<file path="src/rtl/sdesc_pkg.sv">
package sdesc_pkg;

    localparam int ADDR_W      = 48;
    localparam int BC_W        = 14;
    localparam int HIDX_W      = 5;
    localparam int MT_W        = 2;
    localparam int MAX_PKT_LEN = 16383;

    localparam logic [2:0] HMODE_NONE = 3'd0;
    localparam logic [2:0] HMODE_COPY = 3'd1;

    // word 0: bit 63 first, bit 62 last, 61:48 byte count, 47:0 address
    typedef struct packed {
        logic              first;
        logic              last;
        logic [BC_W-1:0]   bcount;
        logic [ADDR_W-1:0] addr;
    } dw0_t;

    // word 1: from bit 63 down to bit 0
    typedef struct packed {
        logic [31:0]       hupd;
        logic [15:0]       rsvd;
        logic [2:0]        hmode;
        logic [HIDX_W-1:0] hidx;
        logic [3:0]        hdws;
        logic [MT_W-1:0]   mtype;
        logic              irq;
        logic              hwb;
    } dw1_t;

    typedef struct packed {
        dw0_t w0;
        dw1_t w1;
    } desc_t;

    typedef enum logic [1:0] {
        ST_IDLE = 2'd0,
        ST_FRAG = 2'd1,
        ST_PAD  = 2'd2
    } bld_state_e;

    // bytes needed to round a length with the given low bits up to a dword
    function automatic logic [BC_W-1:0] pad_count(input logic [1:0] tail);
        logic [2:0] four_minus;
        four_minus = 3'd4 - {1'b0, tail};
        return BC_W'(four_minus);
    endfunction

    function automatic desc_t make_desc(
        input logic              first,
        input logic              last,
        input logic [BC_W-1:0]   bcount,
        input logic [ADDR_W-1:0] addr,
        input logic              hcopy,
        input logic [HIDX_W-1:0] hidx,
        input logic [MT_W-1:0]   mtype,
        input logic              urgent
    );
        desc_t d;
        d            = '0;
        d.w0.first   = first;
        d.w0.last    = last;
        d.w0.bcount  = bcount;
        d.w0.addr    = addr;
        d.w1.hmode   = (first && hcopy) ? HMODE_COPY : HMODE_NONE;
        d.w1.hidx    = (first && hcopy) ? hidx : '0;
        d.w1.mtype   = mtype;
        d.w1.irq     = last && urgent;
        d.w1.hwb     = last && urgent;
        return d;
    endfunction

endpackage

</file>
<file path="src/rtl/sdesc_len_track.sv">
module sdesc_len_track
    import sdesc_pkg::*;
#(
    parameter int LEN_W    = 16,
    parameter int MAX_DESC = 64
) (
    input  logic             clk,
    input  logic             rst,
    input  logic             load,
    input  logic [LEN_W-1:0] load_len,
    input  logic             take,
    input  logic [BC_W-1:0]  frag_len,
    input  logic             pad_take,
    output logic             fits,
    output logic             closes,
    output logic             need_pad,
    output logic [1:0]       tail_bytes
);
    localparam int CNT_W = $clog2(MAX_DESC + 1);
    localparam int SUM_W = CNT_W + 1;

    logic [LEN_W-1:0] rem_q;
    logic [CNT_W-1:0] cnt_q;
    logic [1:0]       tail_q;
    logic [LEN_W-1:0] flen;
    logic [SUM_W-1:0] slots_after;

    assign flen        = LEN_W'(frag_len);
    assign closes      = (flen == rem_q);
    assign need_pad    = closes && (tail_q != 2'd0);
    assign slots_after = SUM_W'(cnt_q) + (need_pad ? SUM_W'(2) : SUM_W'(1));
    assign fits        = (flen <= rem_q) && (slots_after <= SUM_W'(MAX_DESC));
    assign tail_bytes  = tail_q;

    always_ff @(posedge clk) begin
        if (rst) begin
            rem_q  <= '0;
            cnt_q  <= '0;
            tail_q <= 2'd0;
        end else if (load) begin
            rem_q  <= load_len;
            cnt_q  <= '0;
            tail_q <= load_len[1:0];
        end else if (take) begin
            rem_q  <= rem_q - flen;
            cnt_q  <= cnt_q + CNT_W'(1);
        end else if (pad_take) begin
            cnt_q  <= cnt_q + CNT_W'(1);
        end
    end

endmodule

</file>
<file path="src/rtl/sdesc_assemble.sv">
module sdesc_assemble
    import sdesc_pkg::*;
(
    input  logic              use_pad,
    input  logic              first,
    input  logic              last,
    input  logic [ADDR_W-1:0] frag_addr,
    input  logic [BC_W-1:0]   frag_len,
    input  logic [MT_W-1:0]   frag_mtype,
    input  logic [ADDR_W-1:0] pad_addr,
    input  logic [1:0]        tail_bytes,
    input  logic              hcopy,
    input  logic [HIDX_W-1:0] hidx,
    input  logic              urgent,
    output desc_t             desc
);
    logic [BC_W-1:0]   bc_sel;
    logic [ADDR_W-1:0] addr_sel;
    logic [MT_W-1:0]   mt_sel;

    always_comb begin
        if (use_pad) begin
            bc_sel   = pad_count(tail_bytes);
            addr_sel = pad_addr;
            mt_sel   = '0;
        end else begin
            bc_sel   = frag_len;
            addr_sel = frag_addr;
            mt_sel   = frag_mtype;
        end
        desc = make_desc(first && !use_pad, last, bc_sel, addr_sel,
                         hcopy, hidx, mt_sel, urgent);
    end

endmodule

</file>
<file path="src/rtl/sdesc_out_slot.sv">
module sdesc_out_slot #(
    parameter int W = 128
) (
    input  logic         clk,
    input  logic         rst,
    input  logic         load,
    input  logic [W-1:0] din,
    output logic         can_load,
    output logic         valid,
    input  logic         ready,
    output logic [W-1:0] dout
);
    assign can_load = !valid || ready;

    always_ff @(posedge clk) begin
        if (rst) begin
            valid <= 1'b0;
            dout  <= '0;
        end else begin
            if (load) begin
                valid <= 1'b1;
                dout  <= din;
            end else if (ready) begin
                valid <= 1'b0;
            end
        end
    end

endmodule

</file>
<file path="src/rtl/sdesc_builder.sv">
module sdesc_builder
    import sdesc_pkg::*;
#(
    parameter int LEN_W    = 16,
    parameter int MAX_DESC = 64
) (
    input  logic              clk,
    input  logic              rst,
    input  logic              start_valid,
    output logic              start_ready,
    input  logic [LEN_W-1:0]  start_len,
    input  logic              start_urgent,
    input  logic              start_hcopy,
    input  logic [4:0]        start_hidx,
    output logic              start_rej,
    input  logic              frag_valid,
    output logic              frag_ready,
    input  logic [47:0]       frag_addr,
    input  logic [13:0]       frag_len,
    input  logic [1:0]        frag_mtype,
    input  logic [47:0]       pad_addr,
    output logic              desc_valid,
    input  logic              desc_ready,
    output logic [63:0]       desc_w0,
    output logic [63:0]       desc_w1,
    output logic              frag_err
);
    localparam int DESC_W = $bits(desc_t);

    bld_state_e        state_q;
    logic              urgent_q;
    logic              hcopy_q;
    logic [HIDX_W-1:0] hidx_q;
    logic              first_q;

    logic start_fire, start_bad, frag_fire;
    logic fits, closes, need_pad;
    logic [1:0] tail_bytes;
    logic can_load, trk_load, trk_take, pad_take, slot_load, use_pad, last_now;
    desc_t built;
    logic [DESC_W-1:0] slot_q;

    assign start_ready = (state_q == ST_IDLE);
    assign start_fire  = start_valid && start_ready;
    assign start_bad   = (start_len == '0) || (start_len > LEN_W'(MAX_PKT_LEN));
    assign frag_ready  = (state_q == ST_FRAG) && can_load;
    assign frag_fire   = frag_valid && frag_ready;

    assign trk_load  = start_fire && !start_bad;
    assign trk_take  = frag_fire && fits;
    assign use_pad   = (state_q == ST_PAD);
    assign pad_take  = use_pad && can_load;
    assign slot_load = trk_take || pad_take;
    assign last_now  = use_pad || (closes && !need_pad);

    sdesc_len_track #(
        .LEN_W   (LEN_W),
        .MAX_DESC(MAX_DESC)
    ) u_track (
        .clk       (clk),
        .rst       (rst),
        .load      (trk_load),
        .load_len  (start_len),
        .take      (trk_take),
        .frag_len  (frag_len),
        .pad_take  (pad_take),
        .fits      (fits),
        .closes    (closes),
        .need_pad  (need_pad),
        .tail_bytes(tail_bytes)
    );

    sdesc_assemble u_asm (
        .use_pad   (use_pad),
        .first     (first_q),
        .last      (last_now),
        .frag_addr (frag_addr),
        .frag_len  (frag_len),
        .frag_mtype(frag_mtype),
        .pad_addr  (pad_addr),
        .tail_bytes(tail_bytes),
        .hcopy     (hcopy_q),
        .hidx      (hidx_q),
        .urgent    (urgent_q),
        .desc      (built)
    );

    sdesc_out_slot #(
        .W(DESC_W)
    ) u_slot (
        .clk     (clk),
        .rst     (rst),
        .load    (slot_load),
        .din     (built),
        .can_load(can_load),
        .valid   (desc_valid),
        .ready   (desc_ready),
        .dout    (slot_q)
    );

    assign desc_w0 = slot_q[DESC_W-1 -: 64];
    assign desc_w1 = slot_q[63:0];

    always_ff @(posedge clk) begin
        if (rst) begin
            state_q   <= ST_IDLE;
            urgent_q  <= 1'b0;
            hcopy_q   <= 1'b0;
            hidx_q    <= '0;
            first_q   <= 1'b0;
            start_rej <= 1'b0;
            frag_err  <= 1'b0;
        end else begin
            start_rej <= start_fire && start_bad;
            unique case (state_q)
                ST_IDLE: begin
                    if (trk_load) begin
                        urgent_q <= start_urgent;
                        hcopy_q  <= start_hcopy;
                        hidx_q   <= start_hidx;
                        first_q  <= 1'b1;
                        state_q  <= ST_FRAG;
                    end
                end
                ST_FRAG: begin
                    if (frag_fire) begin
                        if (!fits) begin
                            frag_err <= 1'b1;
                        end else begin
                            first_q <= 1'b0;
                            if (closes) begin
                                state_q <= need_pad ? ST_PAD : ST_IDLE;
                            end
                        end
                    end
                end
                ST_PAD: begin
                    if (can_load) begin
                        state_q <= ST_IDLE;
                    end
                end
                default: state_q <= ST_IDLE;
            endcase
        end
    end

endmodule

</file>
<file path="config.mk">
export PLATFORM = sky130hd
export DESIGN_NAME = sdesc_builder
export DESIGN_NICKNAME = d
export VERILOG_FILES = /design/src/rtl/sdesc_pkg.sv /design/src/rtl/sdesc_len_track.sv /design/src/rtl/sdesc_assemble.sv /design/src/rtl/sdesc_out_slot.sv /design/src/rtl/sdesc_builder.sv
export SDC_FILE = /design/constraint.sdc
export NUM_CORES = 1
export LEC_CHECK = 0
export ABC_AREA = 0
export BUFFER_PORTS_ARGS = -buffer_cell sky130_fd_sc_hd__buf_2
export CAP_MARGIN = 20
export CELL_PAD_IN_SITES_DETAIL_PLACEMENT = 0
export CELL_PAD_IN_SITES_GLOBAL_PLACEMENT = 1
export CORE_MARGIN = 2
export CORE_UTILIZATION = 35
export DETAILED_ROUTE_END_ITERATION = 16
export PLACE_DENSITY = 0.86
export SETUP_SLACK_MARGIN = 0.1
export SKIP_CTS_REPAIR_TIMING = 1
export SLEW_MARGIN = 40
export SYNTH_ARGS = -nofsm -noshare
export SYNTH_HDL_FRONTEND = slang
export SYNTH_SLANG_ARGS = --single-unit
</file>
<file path="constraint.sdc">
create_clock -name clk -period 9.05 [get_ports clk]
set_input_delay 1.3575 -clock clk [delete_from_list [all_inputs] [get_ports clk]]
set_output_delay 1.3575 -clock clk [all_outputs]
set_load 0.1 [all_outputs]
</file>
==> impl_metrics.tcl, run 1 <==
set metrics [dict create \
    synth_area_leaders "sky130_fd_sc_hd__dfxtp_1 35%, sky130_fd_sc_hd__a311oi_2 12%, sky130_fd_sc_hd__nand2_1 10%, sky130_fd_sc_hd__buf_4 6.8%, sky130_fd_sc_hd__nor2_1 5.2%" \
    floorplan.initialDensity 0.354 \
    worst_pin_slew_ps 775 \
    synth_area_leader_cell "sky130_fd_sc_hd__dfxtp_1" \
    post_layout_nets 1124 \
    timing.critical_path.required_ps 9320 \
    synthDominantCellAreaShare 0.352 \
    cpPeakStageDelay_ps 550 \
    fp.coreArea_um2 17800 \
    timing_hold_violations_final 0 \
    post_synth_inst_count 781 \
    worst_path_max_delay_cell "sky130_fd_sc_hd__nor4_1" \
    drive_above_1_share 0.315 \
    setup_slack_ps 3380 \
    cts_tree "yes" \
    grt_first_pass_wirelength_um 28100 \
    worst_slew_margin_rel 0.482 \
    die_outline_area_um2 19100 \
    ctsLongestPathBuffers 2 \
    dp_slack_ps 3020 \
    synth_cell_type_count 60 \
    postSynthRegisterBits 111 \
    dr.first_iter.drc_count 315 \
    clkSlewWorstSetupHoldPaths_ps 80 \
    viasPerCell 4.95 \
    place.port_buffers 218 \
    finalSetupTns_ps 0 \
    critPathKind "input port to flip-flop" \
    via_count_of_the_first_global_routing_pass 5465 \
    worstSetupStartpoint "frag_len[8]" \
    end_kind "flip-flop" \
    critPathMaxFanout 43 \
    grt_start_max_net_pins 57 \
    routabilityCongestion 0.834 \
    critical-path-top-delay-family "simple AND/OR/NAND/NOR gates" \
    die_h_um 138 \
    clock_skew_ps 10.6 \
    syn_area_um2 6320 \
    vdd_ir_drop_max_mv 0.144 \
    power.density_nw_per_um2 148 \
    h-tree-depth 3 \
    rows 49 \
    timing.critical_path.buf_inv 4 \
    die_x_um 138 \
    cts_sinks 111 \
    clock_latency_at_the_later_pin_of_the_worst_skew_pair_ps 360 \
    hp-start "hidx_q[4]" \
    pin_count 273 \
    num_antenna_cells 0 \
    grt.total_usage 0.178 \
    synthesis.area_per_instance_um2 8.09 \
    timing_max_transition_violations_final 0 \
    vias 5925 \
    crit_arrival_ps 5940 \
    unrepaired_setup_endpoints_after_global_routing "no" \
    setup_violations 0 \
    timing.hold.worst.class "flip-flop to flip-flop" \
    grt_overflow_total 0 \
    path_cells "buf_2, inv_1, ha_1, nand4_1, nor4_1, inv_1, ha_1, ha_1, or4_1, o31a_1, o2bb2ai_1, a211oi_2, nand2_2, o211a_4, buf_4, nor2_1, a311oi_2" \
    post_synth_arst_share 0 \
    drc_errors 0 \
    worst_setup_path_start_kind "input port" \
    total_leakage_power_nw 3.32 \
    wl_per_cell_um 14.7 \
    hpwl_um 12900 \
    grt_antenna_before_repair 1 \
    yosysWarningCount 0 \
    max_freq_mhz 176 \
    fin_crit_sh 0.627 \
    areaGrowthSynthToFinish_pct 20.4 \
    synth_ff_type "sky130_fd_sc_hd__dfxtp_1" \
    synth_edf_count 0 \
    period_needed_ps 5670 \
    synth_sequential_area_ratio 0.352 \
    drt_pass1_iterations 4 \
    timing.max_cap.violations 0 \
    ant_nets 0 \
    crit_top_cell "sky130_fd_sc_hd__ha_1" \
    status "complete, no violations" \
    totalWireLength_um 17700 \
    crit-reg2reg-launch "u_track.rem_q[9]" \
    numCtsBuffers 9 \
    library_cell_used_as_clock_root_buffer "sky130_fd_sc_hd__clkbuf_16" \
]
==> report_power, final <==
part           switching, mW  internal [mW]
clock                  0.197          0.215
sequential           0.00312          0.494
combinational          0.171         0.0474
==> cells in the final DEF (no fill, tap or decap), types with 4 or more instances in the layout <==
| cell | count |
|---|---|
| sky130_fd_sc_hd__clkbuf_16 | 9 |
| sky130_fd_sc_hd__nand3_1 | 39 |
| sky130_fd_sc_hd__o31a_1 | 5 |
| sky130_fd_sc_hd__nand4_1 | 4 |
| sky130_fd_sc_hd__xnor2_1 | 5 |
| sky130_fd_sc_hd__a21oi_1 | 54 |
| sky130_fd_sc_hd__o21ai_0 | 9 |
| sky130_fd_sc_hd__a31oi_1 | 4 |
| sky130_fd_sc_hd__nand2_1 | 168 |
| sky130_fd_sc_hd__dfxtp_1 | 111 |
| sky130_fd_sc_hd__nand3b_1 | 6 |
| sky130_fd_sc_hd__nor3_1 | 7 |
| sky130_fd_sc_hd__or3_1 | 5 |
| sky130_fd_sc_hd__nand2b_1 | 8 |
| sky130_fd_sc_hd__buf_2 | 217 |
| sky130_fd_sc_hd__conb_1 | 54 |
| sky130_fd_sc_hd__and3_1 | 5 |
| sky130_fd_sc_hd__a311oi_2 | 50 |
| sky130_fd_sc_hd__buf_4 | 8 |
| sky130_fd_sc_hd__a22oi_1 | 4 |
| sky130_fd_sc_hd__ha_1 | 18 |
| sky130_fd_sc_hd__nor4_1 | 7 |
| sky130_fd_sc_hd__inv_1 | 23 |
| sky130_fd_sc_hd__nor2_1 | 86 |
==> stage by stage <==
step | std cells | hold slack (ps) | cell area (um^2) | total power [mW] | utilization
2_1_floorplan | 834 | 432 | 6520 | 0.697 | -
3_3_place_gp | 1182 | 442 | 7290 | 0.726 | 0.409
3_5_place_dp | 1183 | 448 | 7310 | 0.727 | 0.410
4_1_cts | 1198 | 458 | 7610 | 1.14 | 0.426
5_1_grt | 1198 | 478 | 7610 | 1.17 | 0.426
6_report | 1198 | 454 | 7610 | 1.13 | 0.426
==> cell families (layout without fill, tap and decap cells) <==
kind of cell	count (synthesis)	count (layout)	share of synthesized area
AND/OR/NAND/NOR	354	354	0.246
AO/OA/AOI/OAI	159	159	0.230
buffers and inverters	129	264	0.121
flip-flops	111	111	0.352
adder cells (fa/ha/maj)	19	19	0.0388
XOR/XNOR	8	8	0.0111
other	1	54	0.000593
==> Yosys cell counts, types with 3 or more instances <==
| master | number |
|---|---|
| sky130_fd_sc_hd__a21oi_1 | 54 |
| sky130_fd_sc_hd__buf_2 | 7 |
| sky130_fd_sc_hd__and3_1 | 5 |
| sky130_fd_sc_hd__nand3_1 | 39 |
| sky130_fd_sc_hd__nor2_1 | 87 |
| sky130_fd_sc_hd__o21ai_0 | 9 |
| sky130_fd_sc_hd__or4_1 | 3 |
| sky130_fd_sc_hd__clkbuf_1 | 32 |
| sky130_fd_sc_hd__or3_1 | 5 |
| sky130_fd_sc_hd__a22oi_1 | 4 |
| sky130_fd_sc_hd__buf_4 | 57 |
| sky130_fd_sc_hd__nand4_1 | 4 |
| sky130_fd_sc_hd__nand2_1 | 168 |
| sky130_fd_sc_hd__ha_1 | 18 |
| sky130_fd_sc_hd__nand3b_1 | 6 |
| sky130_fd_sc_hd__a31oi_1 | 4 |
| sky130_fd_sc_hd__nor3_1 | 7 |
| sky130_fd_sc_hd__a211oi_1 | 3 |
| sky130_fd_sc_hd__o31a_1 | 5 |
| sky130_fd_sc_hd__o21a_1 | 3 |
| sky130_fd_sc_hd__a311oi_2 | 50 |
| sky130_fd_sc_hd__dfxtp_1 | 111 |
| sky130_fd_sc_hd__xor2_1 | 3 |
| sky130_fd_sc_hd__nor2b_1 | 4 |
| sky130_fd_sc_hd__and2_1 | 3 |
| sky130_fd_sc_hd__a32oi_1 | 3 |
| sky130_fd_sc_hd__nand2b_1 | 9 |
| sky130_fd_sc_hd__inv_1 | 23 |
| sky130_fd_sc_hd__xnor2_1 | 5 |
| sky130_fd_sc_hd__buf_6 | 8 |
| sky130_fd_sc_hd__nor4_1 | 7 |
==> area by class of cell <==
class                           instances  area, um^2
Timing Repair Buffer                  226        1170
Fill cell                            1847       10200
Clock inverter                          6        70.1
Tap cell                              229         287
Multi-Input combinational cell        594        3550
Clock buffer                            9         225
Inverter                               23        86.3
Sequential cell                       111        2220
==> state kept, by name, summed over array words and instances (netlist names) <==
signal	count
hcopy_q	1
u_slot.valid	1
urgent_q	1
frag_err	1
start_rej	1
state_q	2
u_track.tail_bytes	2
u_track.rem_q	16
hidx_q	5
u_slot.dout	73
first_q	1
u_track.cnt_q	7
==> per-layer routing <==
metal	GRT usage	vias up	wire length [um]
met3	0.0440	15	1310
met4	0.0473	0	249
met2	0.305	220	8700
li1	-	2975	-
met1	0.225	2715	7390
met5	0	-	0
==> worst register-to-register path, stage by stage, from the launching register on <==
cell and delay [ps]:
sky130_fd_sc_hd__dfxtp_1 330, sky130_fd_sc_hd__ha_1 370, sky130_fd_sc_hd__nand4_1 310, sky130_fd_sc_hd__nor4_1 560
sky130_fd_sc_hd__inv_1 90, sky130_fd_sc_hd__ha_1 260, sky130_fd_sc_hd__ha_1 320, sky130_fd_sc_hd__or4_1 490
sky130_fd_sc_hd__o31a_1 250, sky130_fd_sc_hd__o2bb2ai_1 160, sky130_fd_sc_hd__a211oi_2 100, sky130_fd_sc_hd__nand2_2 110
sky130_fd_sc_hd__o211a_4 500, sky130_fd_sc_hd__buf_4 550, sky130_fd_sc_hd__nor2_1 120, sky130_fd_sc_hd__a311oi_2 270
==> path summary, 6_finish.rpt <==
kind | slack [ps] | cells after the start | to
setup reg to reg | 4170 | 15 | u_slot.dout[70]
hold reg to reg | 450 | 2 | u_slot.dout[12]
hold / removal | 450 | 2 | u_slot.dout[12]
setup / recovery | 3380 | 17 | u_slot.dout[70]
Power figures use the tool's default switching activity.
==> run 2, diff against run 1 <==
--- a/config.mk
+++ b/config.mk
@@ -11,9 +11,9 @@
 export CELL_PAD_IN_SITES_DETAIL_PLACEMENT = 0
 export CELL_PAD_IN_SITES_GLOBAL_PLACEMENT = 1
 export CORE_MARGIN = 2
-export CORE_UTILIZATION = 35
+export CORE_UTILIZATION = 31
 export DETAILED_ROUTE_END_ITERATION = 16
-export PLACE_DENSITY = 0.86
+export PLACE_DENSITY = 0.81
 export SETUP_SLACK_MARGIN = 0.1
 export SKIP_CTS_REPAIR_TIMING = 1
 export SLEW_MARGIN = 40
==> constraint.sdc (replaced) <==
create_clock -name clk -period 4.8 [get_ports clk]
set_input_delay 0.72 -clock clk [delete_from_list [all_inputs] [get_ports clk]]
set_output_delay 0.72 -clock clk [all_outputs]
set_load 0.1 [all_outputs]
==> run 2 against run 1 <==
- utilization shrank 4.0 points
- worst hold slack improved by 1.4 ps
- critical path depth grew 1
- die area up 13%
- cell count is 4.1% higher
- flip-flop and latch count stayed put
- wire length increased by 4.1%
- sequential power is 88% higher
- global-route usage decreased by 1.5 points
- register-to-register slack got worse by 3500 ps
- count of clock-buffer cells in the layout stayed put
- largest cell class unchanged
- highest routed layer unchanged
==> impl_metrics.tcl, run 2 (synthesis gave the netlist of run 1 again) <==
set metrics [dict create \
    p_comb_frac 0.196 \
    finalSetupTns_ps 0 \
    most-common-layout-cells "217 x sky130_fd_sc_hd__buf_2, 168 x sky130_fd_sc_hd__nand2_1, 111 x sky130_fd_sc_hd__dfxtp_1, 86 x sky130_fd_sc_hd__nor2_1" \
    viasPerCell 4.78 \
    total_leakage_power_nw 3.39 \
    p_sw_uw 701 \
    final-instance-count-excl-fill 1247 \
    numCtsBuffers 9 \
    critPathMaxFanout 59 \
    grt_overflow_total 0 \
    largest_register_ffs 73 \
    floorplan.initialDensity 0.314 \
    clkSlewWorstSetupHoldPaths_ps 70 \
    vias 5960 \
    timing.hold.worst.class "flip-flop to flip-flop" \
    end_kind "flip-flop" \
    timing_hold_violations_final 0 \
    rows 52 \
    clkPwrFrac 0.365 \
    num_antenna_cells 0 \
    ctsLongestPathBuffers 2 \
    cts_tree "yes" \
    place.port_buffers 218 \
    post_layout_nets 1131 \
    fillCellCount 2147 \
    timing.max_cap.violations 0 \
    period_needed_ps 4320 \
    unrepaired_setup_endpoints_after_global_routing "no" \
    hpwl_um 13300 \
    status "complete, no violations" \
    power.density_nw_per_um2 275 \
    cts_sinks 111 \
    grt_antenna_before_repair 0 \
    grt.total_usage 0.163 \
    placed_cells 1231 \
    clock_skew_ps 8.53 \
    internal_power_mw 1.43 \
    power.sequential.fraction 0.440 \
    h-tree-depth 3 \
    vdd_ir_drop_max_mv 0.143 \
    setup_violations 0 \
    min_path_cells 2 \
    globalRouteMet2Util 0.280 \
    grt-busiest-layer "met2" \
    areaGrowthSynthToFinish_pct 22.8 \
    pin_count 273 \
    fin_crit_sh 0.900 \
    wl_per_cell_um 14.7 \
    critPathKind "input port to flip-flop" \
    clock_latency_at_the_later_pin_of_the_worst_skew_pair_ps 360 \
    die_h_um 147 \
    library_cell_used_as_clock_root_buffer "sky130_fd_sc_hd__clkbuf_16" \
    worst_slew_margin_rel 0.461 \
    fp.coreArea_um2 20100 \
    die_outline_area_um2 21500 \
    grt_start_max_net_pins 63 \
    rr_worst_depth 16 \
    via_count_of_the_first_global_routing_pass 5491 \
    ant_nets 0 \
    max_freq_mhz 232 \
    drive_above_1_share 0.319 \
    worst_setup_path_start_kind "input port" \
    drt_pass1_iterations 4 \
    crit_arrival_ps 4590 \
    largest_register "u_slot.dout" \
    layout_commonest_cell "sky130_fd_sc_hd__buf_2" \
    worst_pin_slew_ps 807 \
    ff_latch_area_um2 2220 \
    grt_util_met3 0.0401 \
    switching_share_of_power 0.329 \
    timing.critical_path.required_ps 5070 \
    multiInputGateArea_um2 3550 \
    global_route.usage.met1 0.200 \
    layout_top_registers "u_slot.dout (73), u_track.rem_q (16), u_track.cnt_q (7)" \
    routabilityCongestion 0.783 \
    grt_first_pass_wirelength_um 28200 \
    drc_errors 0 \
    dr.first_iter.drc_count 192 \
    totalWireLength_um 18400 \
    die_x_um 147 \
    timing_max_transition_violations_final 0 \
]
run 2: changes by cell type in the layout (fill, tap and decap cells not counted), moves of 2 or more:
cell | before | now
sky130_fd_sc_hd__buf_4 | 8 | 11
sky130_fd_sc_hd__buf_12 | 1 | 5
sky130_fd_sc_hd__clkinv_2 | 0 | 3
sky130_fd_sc_hd__clkinvlp_4 | 3 | 1
run 2: area by class of cell:
type	count	share of cell area
clock buffer	9	0.0290
clock inverter	7	0.00903
tap	270	0.0435
inverter	23	0.0111
sequential	111	0.286
multi-input combinational	594	0.457
timing repair buffer	233	0.163
run 2: critical path: stages:
cell	delay [ps]
sky130_fd_sc_hd__buf_2	100
sky130_fd_sc_hd__inv_1	50
sky130_fd_sc_hd__ha_1	380
sky130_fd_sc_hd__and4bb_4	310
sky130_fd_sc_hd__nand2_1	60
sky130_fd_sc_hd__nor4_1	350
sky130_fd_sc_hd__inv_1	80
sky130_fd_sc_hd__ha_1	240
sky130_fd_sc_hd__ha_1	320
sky130_fd_sc_hd__or4_1	500
sky130_fd_sc_hd__o31a_1	250
sky130_fd_sc_hd__o2bb2ai_1	150
sky130_fd_sc_hd__a211oi_2	100
sky130_fd_sc_hd__nand2_2	110
sky130_fd_sc_hd__o211a_4	210
sky130_fd_sc_hd__buf_12	280
sky130_fd_sc_hd__nor2_1	90
sky130_fd_sc_hd__a311oi_2	240
run 2: power by group through the flow:
stage	Clock (mW)	Sequential (mW)	Combinational, mW
floorplan	0	0.980	0.334
global placement	0	0.958	0.417
detailed placement	0	0.958	0.418
CTS	0.811	0.937	0.419
global route	0.836	0.938	0.443
finish	0.777	0.936	0.417
run 2: stage by stage:
stage / utilization / hold WS (ps) / worst slack (ps) / power, mW / area, um^2
3_5_place_dp: 0.371 / 449 / 131 / 1.38 / 7460
2_1_floorplan: - / 432 / 417 / 1.31 / 6520
4_1_cts: 0.386 / 460 / 528 / 2.17 / 7760
5_1_grt: 0.386 / 478 / 160 / 2.22 / 7760
3_3_place_gp: 0.371 / 443 / 215 / 1.38 / 7460
6_report: 0.386 / 455 / 481 / 2.13 / 7760
run 2: path summary, 6_finish.rpt:
path	start	end	slack [ps]
worst min register to register	hidx_q[4]	hidx_q[4]	460
worst max register to register	u_track.rem_q[12]	u_slot.dout[74]	670
worst max-delay path	frag_len[12]	u_slot.dout[74]	480
worst min-delay path	hidx_q[4]	hidx_q[4]	460
run 2: per-layer routing:
layer / wire length, um / vias to the layer above / part of all wire
met5: 0 / - / 0
li1: - / 2993 / -
met2: 8670 / 215 / 0.47
met3: 1350 / 21 / 0.074
met1: 8020 / 2731 / 0.44
met4: 337 / 0 / 0.018
